==> src/rtl/sectmr_pkg.sv <==
package sectmr_pkg;
    localparam int unsigned DATA_W      = 32;
    localparam int unsigned OFS_MODE    = 'h00;
    localparam int unsigned OFS_ALARM   = 'h04;
    localparam int unsigned OFS_VALUE   = 'h08;
    localparam int unsigned OFS_STATUS  = 'h0C;
    localparam int unsigned BIT_EN_BASE = 16;  // enable for status bit i sits at 16+i
    localparam int unsigned BIT_RESTART = 18;
    localparam int unsigned STS_ALARM   = 0;
    localparam int unsigned STS_INC     = 1;
    localparam int unsigned NUM_SRC     = 2;

    typedef enum logic {
        PS_STALL = 1'b0,
        PS_RUN   = 1'b1
    } ps_state_e;

    typedef enum logic [2:0] {
        RSEL_NONE,
        RSEL_MODE,
        RSEL_ALARM,
        RSEL_VALUE,
        RSEL_STATUS
    } reg_sel_e;
endpackage

==> src/rtl/sectmr_decode.sv <==
module sectmr_decode
    import sectmr_pkg::*;
#(
    parameter int unsigned ADDR_W = 8
) (
    input  logic [ADDR_W-1:0] addr,
    output reg_sel_e          sel
);
    always_comb begin
        unique case (addr)
            ADDR_W'(OFS_MODE):   sel = RSEL_MODE;
            ADDR_W'(OFS_ALARM):  sel = RSEL_ALARM;
            ADDR_W'(OFS_VALUE):  sel = RSEL_VALUE;
            ADDR_W'(OFS_STATUS): sel = RSEL_STATUS;
            default:             sel = RSEL_NONE;
        endcase
    end
endmodule

==> src/rtl/sectmr_prescaler.sv <==
module sectmr_prescaler
    import sectmr_pkg::*;
#(
    parameter int unsigned PRE_W = 16
) (
    input  logic             clk,
    input  logic             rst_n,
    input  logic             slow_tick,
    input  logic             restart,
    input  logic [PRE_W-1:0] prescale,
    output logic             inc
);
    ps_state_e        state_q, state_d;
    logic [PRE_W-1:0] pcnt_q, pcnt_d;
    logic [PRE_W:0]   pcnt_plus;
    logic             wrap;
    logic             running;

    // state register
    always_ff @(posedge clk or negedge rst_n) begin
        if (!rst_n) state_q <= PS_STALL;
        else        state_q <= state_d;
    end

    // next-state selection
    always_comb begin
        state_d = state_q;
        unique case (state_q)
            PS_STALL: if (prescale != '0) state_d = PS_RUN;
            PS_RUN:   if (prescale == '0) state_d = PS_STALL;
            default:  state_d = PS_STALL;
        endcase
    end

    // outputs and phase update
    always_comb begin
        pcnt_plus = {1'b0, pcnt_q} + 1'b1;
        wrap      = (pcnt_plus >= {1'b0, prescale});
        running   = (state_q == PS_RUN) && (prescale != '0);
        inc       = running && slow_tick && !restart && wrap;
        if (restart || !running)
            pcnt_d = '0;
        else if (slow_tick)
            pcnt_d = wrap ? '0 : pcnt_plus[PRE_W-1:0];
        else
            pcnt_d = pcnt_q;
    end

    always_ff @(posedge clk or negedge rst_n) begin
        if (!rst_n) pcnt_q <= '0;
        else        pcnt_q <= pcnt_d;
    end


    stall_no_inc_chk: assert property (@(posedge clk) disable iff (!rst_n)
        (state_q == PS_STALL) |-> !inc);


    phase_wrap_chk: assert property (@(posedge clk) disable iff (!rst_n)
        inc |=> (pcnt_q == '0));


    idle_hold_chk: assert property (@(posedge clk) disable iff (!rst_n)
        (!slow_tick && !restart && state_q == PS_RUN && prescale != '0) |=> $stable(pcnt_q));
endmodule

==> src/rtl/sectmr_counter.sv <==
module sectmr_counter #(
    parameter int unsigned CNT_W = 32
) (
    input  logic             clk,
    input  logic             rst_n,
    input  logic             inc,
    input  logic             restart,
    input  logic [CNT_W-1:0] alarm,
    output logic [CNT_W-1:0] cnt,
    output logic             alarm_hit
);
    localparam logic [CNT_W-1:0] ALARM_OFF = '1;

    logic [CNT_W-1:0] cnt_q;
    logic [CNT_W-1:0] cnt_next;

    always_comb begin
        cnt_next  = cnt_q + 1'b1;
        alarm_hit = inc && !restart && (alarm != ALARM_OFF) && (cnt_next == alarm);
    end

    always_ff @(posedge clk or negedge rst_n) begin
        if (!rst_n)       cnt_q <= '0;
        else if (restart) cnt_q <= '0;
        else if (inc)     cnt_q <= cnt_next;
    end

    assign cnt = cnt_q;


    restart_zero_chk: assert property (@(posedge clk) disable iff (!rst_n)
        restart |=> (cnt == '0));


    step_one_chk: assert property (@(posedge clk) disable iff (!rst_n)
        (inc && !restart) |=> (cnt == $past(cnt) + 1'b1));


    no_write_path_chk: assert property (@(posedge clk) disable iff (!rst_n)
        (!inc && !restart) |=> $stable(cnt));
endmodule

==> src/rtl/sectmr_regs.sv <==
module sectmr_regs
    import sectmr_pkg::*;
#(
    parameter int unsigned ADDR_W    = 8,
    parameter int unsigned PRE_W     = 16,
    parameter int unsigned CNT_W     = 32,
    parameter logic [PRE_W-1:0] PRE_RESET = 16'h8000
) (
    input  logic              clk,
    input  logic              rst_n,
    input  logic              bus_en,
    input  logic              bus_we,
    input  logic [ADDR_W-1:0] bus_addr,
    input  logic [DATA_W-1:0] bus_wdata,
    output logic [DATA_W-1:0] bus_rdata,
    input  logic [CNT_W-1:0]  cnt,
    input  logic              inc,
    input  logic              alarm_hit,
    output logic [PRE_W-1:0]  prescale,
    output logic              restart,
    output logic [CNT_W-1:0]  alarm,
    output logic              irq
);
    reg_sel_e           sel;
    logic               wr, rd, rd_status;
    logic [PRE_W-1:0]   presc_q;
    logic [NUM_SRC-1:0] en_q;
    logic [CNT_W-1:0]   alarm_q;
    logic [NUM_SRC-1:0] status_q, status_d, set_vec, irq_terms;
    logic [DATA_W-1:0]  mode_rd;

    sectmr_decode #(.ADDR_W(ADDR_W)) u_decode (
        .addr (bus_addr),
        .sel  (sel)
    );

    assign wr        = bus_en && bus_we;
    assign rd        = bus_en && !bus_we;
    assign rd_status = rd && (sel == RSEL_STATUS);
    assign restart   = wr && (sel == RSEL_MODE) && bus_wdata[BIT_RESTART];

    assign set_vec[STS_ALARM] = alarm_hit;
    assign set_vec[STS_INC]   = inc;

    // per-source sticky flag with set winning over read-clear, and its irq term
    for (genvar i = 0; i < NUM_SRC; i++) begin : g_src
        assign status_d[i]  = set_vec[i] | (status_q[i] & ~rd_status);
        assign irq_terms[i] = status_q[i] & en_q[i];
    end

    always_ff @(posedge clk or negedge rst_n) begin
        if (!rst_n) begin
            presc_q  <= PRE_RESET;
            en_q     <= '0;
            alarm_q  <= '1;
            status_q <= '0;
        end else begin
            status_q <= status_d;
            if (wr && sel == RSEL_MODE) begin
                presc_q <= bus_wdata[PRE_W-1:0];
                en_q    <= bus_wdata[BIT_EN_BASE +: NUM_SRC];
            end
            if (wr && sel == RSEL_ALARM)
                alarm_q <= bus_wdata[CNT_W-1:0];
        end
    end

    always_comb begin
        mode_rd                          = '0;
        mode_rd[PRE_W-1:0]               = presc_q;
        mode_rd[BIT_EN_BASE +: NUM_SRC]  = en_q;
    end

    always_comb begin
        bus_rdata = '0;
        if (rd) begin
            unique case (sel)
                RSEL_MODE:   bus_rdata = mode_rd;
                RSEL_ALARM:  bus_rdata = DATA_W'(alarm_q);
                RSEL_VALUE:  bus_rdata = DATA_W'(cnt);
                RSEL_STATUS: bus_rdata = DATA_W'(status_q);
                default:     bus_rdata = '0;
            endcase
        end
    end

    assign prescale = presc_q;
    assign alarm    = alarm_q;
    assign irq      = |irq_terms;


    read_clears_chk: assert property (@(posedge clk) disable iff (!rst_n)
        (rd_status && set_vec == '0) |=> (status_q == '0));


    set_survives_chk: assert property (@(posedge clk) disable iff (!rst_n)
        inc |=> status_q[STS_INC]);


    alarm_off_chk: assert property (@(posedge clk) disable iff (!rst_n)
        $rose(status_q[STS_ALARM]) |-> ($past(alarm_q) != '1));


    irq_source_chk: assert property (@(posedge clk) disable iff (!rst_n)
        irq |-> (status_q != '0) && (en_q != '0));


    restart_reads_zero_chk: assert property (@(posedge clk) disable iff (!rst_n)
        (rd && sel == RSEL_MODE) |-> !bus_rdata[BIT_RESTART]);


    unmapped_zero_chk: assert property (@(posedge clk) disable iff (!rst_n)
        (sel == RSEL_NONE) |-> (bus_rdata == '0));
endmodule

==> src/rtl/sectmr_top.sv <==
module sectmr_top
    import sectmr_pkg::*;
#(
    parameter int unsigned ADDR_W    = 8,
    parameter int unsigned PRE_W     = 16,
    parameter int unsigned CNT_W     = 32,
    parameter logic [PRE_W-1:0] PRE_RESET = 16'h8000
) (
    input  logic              clk,
    input  logic              rst_n,
    input  logic              slow_tick,
    input  logic              bus_en,
    input  logic              bus_we,
    input  logic [ADDR_W-1:0] bus_addr,
    input  logic [31:0]       bus_wdata,
    output logic [31:0]       bus_rdata,
    output logic              irq
);
    logic [PRE_W-1:0] prescale;
    logic             restart;
    logic             inc;
    logic [CNT_W-1:0] alarm;
    logic [CNT_W-1:0] cnt;
    logic             alarm_hit;

    sectmr_regs #(
        .ADDR_W    (ADDR_W),
        .PRE_W     (PRE_W),
        .CNT_W     (CNT_W),
        .PRE_RESET (PRE_RESET)
    ) u_regs (
        .clk       (clk),
        .rst_n     (rst_n),
        .bus_en    (bus_en),
        .bus_we    (bus_we),
        .bus_addr  (bus_addr),
        .bus_wdata (bus_wdata),
        .bus_rdata (bus_rdata),
        .cnt       (cnt),
        .inc       (inc),
        .alarm_hit (alarm_hit),
        .prescale  (prescale),
        .restart   (restart),
        .alarm     (alarm),
        .irq       (irq)
    );

    sectmr_prescaler #(.PRE_W(PRE_W)) u_prescaler (
        .clk       (clk),
        .rst_n     (rst_n),
        .slow_tick (slow_tick),
        .restart   (restart),
        .prescale  (prescale),
        .inc       (inc)
    );

    sectmr_counter #(.CNT_W(CNT_W)) u_counter (
        .clk       (clk),
        .rst_n     (rst_n),
        .inc       (inc),
        .restart   (restart),
        .alarm     (alarm),
        .cnt       (cnt),
        .alarm_hit (alarm_hit)
    );
endmodule

==> config.mk <==
export PLATFORM = sky130hd
export DESIGN_NAME = sectmr_top
export DESIGN_NICKNAME = d
export VERILOG_FILES = /design/src/rtl/sectmr_pkg.sv /design/src/rtl/sectmr_decode.sv /design/src/rtl/sectmr_prescaler.sv /design/src/rtl/sectmr_counter.sv /design/src/rtl/sectmr_regs.sv /design/src/rtl/sectmr_top.sv
export SDC_FILE = /design/constraint.sdc
export NUM_CORES = 1
export LEC_CHECK = 0
export ABC_AREA = 1
export BUFFER_PORTS_ARGS = -buffer_cell sky130_fd_sc_hd__buf_2
export CORE_ASPECT_RATIO = 1.25
export CORE_UTILIZATION = 25
export CTS_CLUSTER_DIAMETER = 40
export DETAILED_ROUTE_END_ITERATION = 8
export GPL_ROUTABILITY_DRIVEN = 0
export PLACE_DENSITY_LB_ADDON = 0.1
export SYNTH_ARGS = -nofsm -noshare
export SYNTH_HDL_FRONTEND = slang
export SYNTH_SLANG_ARGS = --single-unit
==> constraint.sdc <==
create_clock -name clk -period 5.64 [get_ports clk]
set_input_delay 1.128 -clock clk [delete_from_list [all_inputs] [get_ports clk]]
set_output_delay 1.128 -clock clk [all_outputs]
set_load 0.01 [all_outputs]
After elaboration in Yosys (flattened, before gate mapping)
Index checks and enable logic that the tools add are counted.
{ "classes": {"add_sub_neg": 2, "magnitude_cmp": 1, "n_eq_ne": 9, "reduce_logical": 23, "mux": 11, "n_bitwise": 8} }
{ "ops": {"columns": ["op", "count"], "rows": [
  ["32-bit one-hot mux with 4 select lines", 1],
  ["32-bit 2-to-1 mux", 3],
  ["16-bit 2-to-1 mux", 3],
  ["32-bit by 1-bit adder with 32-bit output (second input constant)", 1],
  ["32-bit == test", 1],
  ["32-bit inequality test (second input constant)", 1],
  ["16-bit by 1-bit adder with 17-bit output (second input constant)", 1],
  ["17-bit by 16-bit >= comparator with 1-bit output", 1],
  ["8-bit by 4-bit == test with 1-bit output (second input constant)", 2],
  ["16-bit zero test", 1],
  ["16-bit nonzero test", 1],
  ["1-bit logical AND", 13],
  ["3-bit one-hot mux with 4 select lines", 1],
  ["8-bit by 3-bit == test with 1-bit output (second input constant)", 1],
  ["8-bit zero test", 1],
  ["3-bit by 2-bit == test with 1-bit output (second input constant)", 2],
  ["1-bit bitwise AND", 4],
  ["2-bit nonzero test", 2],
  ["3-bit by 1-bit == test with 1-bit output (second input constant)", 1],
  ["3-bit == test (second input constant)", 1],
  ["1-bit zero test", 3],
  ["1-bit 2-to-1 mux", 2],
  ["1-bit NOT", 2],
  ["1-bit OR", 2],
  ["other kinds (3)", 3]
]} }
{ "word_totals": {"inputBits": 45, "reg_bits": 101} }

Logic depth before layout (Yosys ltp)
{ "depth": {"depth_word": 12, "mapped_depth": 23, "depth_no_buf": 22} }

Hierarchy
Synthesis repeated with hierarchy kept, for this count alone.
{ "unflattened": {"hier_cells": 1184, "hier_area_um2": 7651.1} }
{ "modules_own_cells": {"columns": ["mod", "area_each_um2", "instances", "seq_area_each_um2", "cells_each"], "rows": [
  ["sectmr_counter", 2946.6, 1, 800.8, 503],
  ["sectmr_regs", 2912.8, 1, 1342.5, 387],
  ["sectmr_prescaler", 1745.4, 1, 425.4, 282],
  ["sectmr_decode", 46.3, 1, 0.0, 12]
]} }

Worst setup path after synthesis
Ideal clock, no wire load.
{ "synth_timing": {"kind": "in2out", "start": "input bus_addr[1]", "end": "output bus_rdata[7]", "path_slack_ns": 2.022, "n_path_buf": 1, "t_required_ns": 4.512, "stages": 7, "arrival_time_ns": 2.490, "path_cell_list": "or2_4 nor4_4 clkinv_1 clkbuf_1 o221ai_1 nand2_1 inv_1"} }
{ "synth_via": {"elab_chain_cells": 5, "elab_cells_between_ends": 11} }
{ "synth_lines": {"columns": ["item", "line_no", "rtl"], "rows": [
  ["from (decl)", "sectmr_top.sv:14", "input logic [ADDR_W-1:0] bus_addr,"],
  ["8-bit by 4-bit == test with 1-bit output (tied with other cells)", "sectmr_decode.sv:10", "unique case (addr)"],
  ["3-bit one-hot mux with 4 select lines (*)", "sectmr_decode.sv:10", null],
  ["3-bit == test (tied with other cells)", "sectmr_regs.sv:77", "unique case (sel)"],
  ["32-bit one-hot mux with 4 select lines (*)", "sectmr_regs.sv:77", null],
  ["32-bit 2-to-1 mux (*)", "sectmr_regs.sv:76", "if (rd) begin"],
  ["to (decl)", "sectmr_top.sv:16", "output logic [31:0] bus_rdata,"]
]} }
Every way passes the cells marked *; elsewhere a longest branch is shown, timed or not.

Worst setup path in the final report
{ "layout_timing": {"start": "input bus_addr[1]", "end": "output bus_rdata[14]"} }
The elaborated chain is that of the path after synthesis.

==> impl_metrics.yaml <==
placed_design:
  hpwl_um: 20600
  placed_cell_area_sq_mm: 0.00800
  io_buffers: 77
  dpl_worst_slack_ns: 1.28
synth:
  synthCells: 1047
  ys_warn_count: 0
  ys_async_sr_fraction_pct: 100
  ys_seq_elements: 101
  synth_flop_cell: "dfrtp_1"
  syn_area_sq_mm: 0.00721
  syn_nets: 1110
  seq_area_frac_synth_pct: 35.6
  synth_cell_types: 45
  synth-edff-count: 0
  syn_area_per_cell_sq_um: 6.88
timing:
  fin_setup_tns_ns: 0
  slew_violations: 0
  relSlewSlack_pct: 33.7
  finalCriticalPeriod_ns: 4.33
  period_share_pct: 76.7
  setup_slack_ns: 1.31
  hold_violations: 0
  fmax_ghz: 0.231
  fin_skew_ns: 0.00998
  worst_pin_slew_ns: 0.995
  grt_setup_unrepaired: "no"
  finalSetupViolations: 0
cells_and_area:
  final_layout_size_suffix_gt1_share_pct: 17.2
  final_cell_mix: "nand2_1 (309), inv_1 (152), nor2_1 (121)"
  final_common_cell: "nand2_1"
  register_area_sq_mm: 0.00257
  nNetsFinal: 1185
  fill_cells: 3167
  syn_to_final_growth_pct: 15.0
  stdcell_area_sq_mm: 0.00829
  multi_input_area_sq_mm: 0.00394
  antenna_cells: 0
detailed_routing:
  drc: 0
  met1_length_um: 11400
  highest_layer: "met5"
  wl_met3_um: 450
  vias_per_cell: 4.72
  wl_met2_um: 14200
  detail_route.wl_per_cell_um: 17.8
  dr.pass1.iters: 5
  detail_route.wirelength_um: 26300
  vias: 6988
  drtIter0Drc: 342
  ant_nets: 0
setup_path:
  crit_slowest_cell: "clkinv_1"
  r2r_end: "u_counter.cnt[12]"
  required_ns: 4.51
  path_max_fanout: 17
  crit_top_cell: "buf_2"
  crit_type: "in -> out"
  worstPathArrival_ns: 3.20
  cp_cell_sequence: "buf_2 > or2_4 > nor4_4 > buf_4 > clkinv_1 > o22ai_1 > o21ai_0 > inv_1 > buf_2"
  rr_startpoint: "u_prescaler.pcnt_q[0]"
  rrSetupSlack_ns: 1.67
  critPathCaptureType: "primary output"
  r2r_cells: 19
  cp-start-kind: "primary input"
  max_stage_delay_ns: 0.52
hold_path:
  worstHoldStart: "u_regs.alarm[31]"
  holdPathEnd: "u_regs.alarm[31]"
  hold_path_class: "reg -> reg"
  hold_depth: 2
cts:
  root_buffer: "clkbuf_16"
  cts.htree.levels: 3
  clk_latency_ns: 0.36
  cts_hold_buf: 0
  cts_tree: "built"
  clockBufferDepth: 2
  postCtsSetupBuffers: 0
  clk_pin_slew_worst_paths_ns: 0.07
  cts-resized-gates: 0
  cts_sinks: 101
  cts_buffers: 9
power:
  powerDensity_mw_per_mm2: 204
  vdd_ir_drop_max_uv: 111
  power_leakage_nw: 4.60
global_route:
  grt.overflow.total: 0
  grt_pass1_vias: 7123
  grt_max_degree: 70
  grt_pass1_wl_um: 41200
  antenna_found_initial: 1
  grtUsageTotal_pct: 18.6
floorplan:
  dieWidth_um: 154
  die_h_um: 192
  die-area_sq_mm: 0.0295
  fp.coreArea_sq_mm: 0.0284
  row_count: 69
  start_util_pct: 25.4
  ios: 78
status:
  outcome: "complete, no violations"
job:
  max_cap_viol_count: 0
-- metal layers --
| metal | vias up | GRT usage (%) |
|---|---|---|
| met2 | 84 | 36.2 |
| met3 | 18 | 1.69 |
| met5 | - | 0 |
| met1 | 3352 | 21.6 |
| met4 | 2 | 4.96 |
| li1 | 3532 | - |
-- synth_stat cells, drive strengths merged (2+ instances only) --
master / instances / share of area, %
dfrtp: 68 / 24
nand3: 81 / 5.9
nor2: 131 / 7.7
nor4: 6 / 0.73
nand4: 24 / 2.1
clkinv: 3 / 0.16
xnor2: 2 / 0.24
o22ai: 38 / 4.7
mux2: 6 / 0.94
nor3: 3 / 0.21
buf: 10 / 0.97
o211ai: 2 / 0.21
xnor3: 2 / 0.62
nand2: 312 / 17
o21ai: 68 / 5.6
and2: 2 / 0.17
a21oi: 51 / 3.6
a22oi: 2 / 0.21
ha: 18 / 3.1
inv: 156 / 8.1
nand3b: 3 / 0.31
xor2: 10 / 1.2
clkbuf: 11 / 0.57
dfstp: 33 / 12
-- how the worst max path moves through the flow --
stage | from | end | slack (ns) | cells past startpoint
floorplan | bus_addr[1] | bus_rdata[7] | 2.02 | 7
global placement | bus_addr[2] | bus_rdata[1] | 1.29 | 9
detailed placement | bus_addr[1] | bus_rdata[0] | 1.28 | 9
CTS | bus_addr[1] | bus_rdata[0] | 1.28 | 9
global route | bus_addr[1] | bus_rdata[0] | 1.07 | 9
finish | bus_addr[1] | bus_rdata[14] | 1.31 | 9
-- flip-flops by register name (all words and copies together) (netlist names) --
register and cells:
u_prescaler.state_q 1, u_counter.cnt 32, u_regs.en_q 2, u_regs.alarm 32, u_regs.status_q 2, u_regs.prescale 16
u_prescaler.pcnt_q 16
-- final cells by class --
| class | instances | area share (%) |
|---|---|---|
| clock buffers | 11 | 3.05 |
| multi-input cells | 766 | 47.6 |
| clock inverters | 5 | 0.423 |
| inverters | 159 | 7.20 |
| repair buffers | 85 | 5.41 |
| well taps | 355 | 5.36 |
| flip-flops and latches | 101 | 31.0 |
-- worst max-delay path: cells and delay by family --
family / cells / cell delay (ns)
AND/OR/NAND/NOR: 2 / 0.47
buffers and inverters: 5 / 1.12
AO/OA/AOI/OAI: 2 / 0.47
-- through the flow --
| step | hold slack [ns] | std cells | power, mW | util (%) |
|---|---|---|---|---|
| 2_1_floorplan | 0.471 | 1047 | 0.969 | - |
| 3_3_place_gp | 0.498 | 1466 | 1.07 | 28.2 |
| 3_5_place_dp | 0.506 | 1466 | 1.07 | 28.2 |
| 4_1_cts | 0.517 | 1482 | 1.72 | 29.2 |
| 5_1_grt | 0.540 | 1482 | 1.79 | 29.2 |
| 6_report | 0.516 | 1482 | 1.69 | 29.2 |
-- kinds of logic (layout without fill, tap and decap cells) --
logic type      count (synthesis)  after routing  share of synthesized area (%)
buf+inv                       180            260                           9.83
compound gates                164            164                           14.6
simple gates                  564            564                           33.8
flops                         101            101                           35.6
fa+ha+maj                      18             18                           3.13
xor+xnor                       14             14                           2.08
mux                             6              6                          0.937
-- power by group --
part	leakage (nW)	internal, mW	switching (mW)
clock network	0.141	0.325	0.312
logic	3.40	0.0871	0.168
registers	1.05	0.763	0.0380
total	4.60	1.17	0.518
No activity file was read; power rests on OpenSTA's default activity.
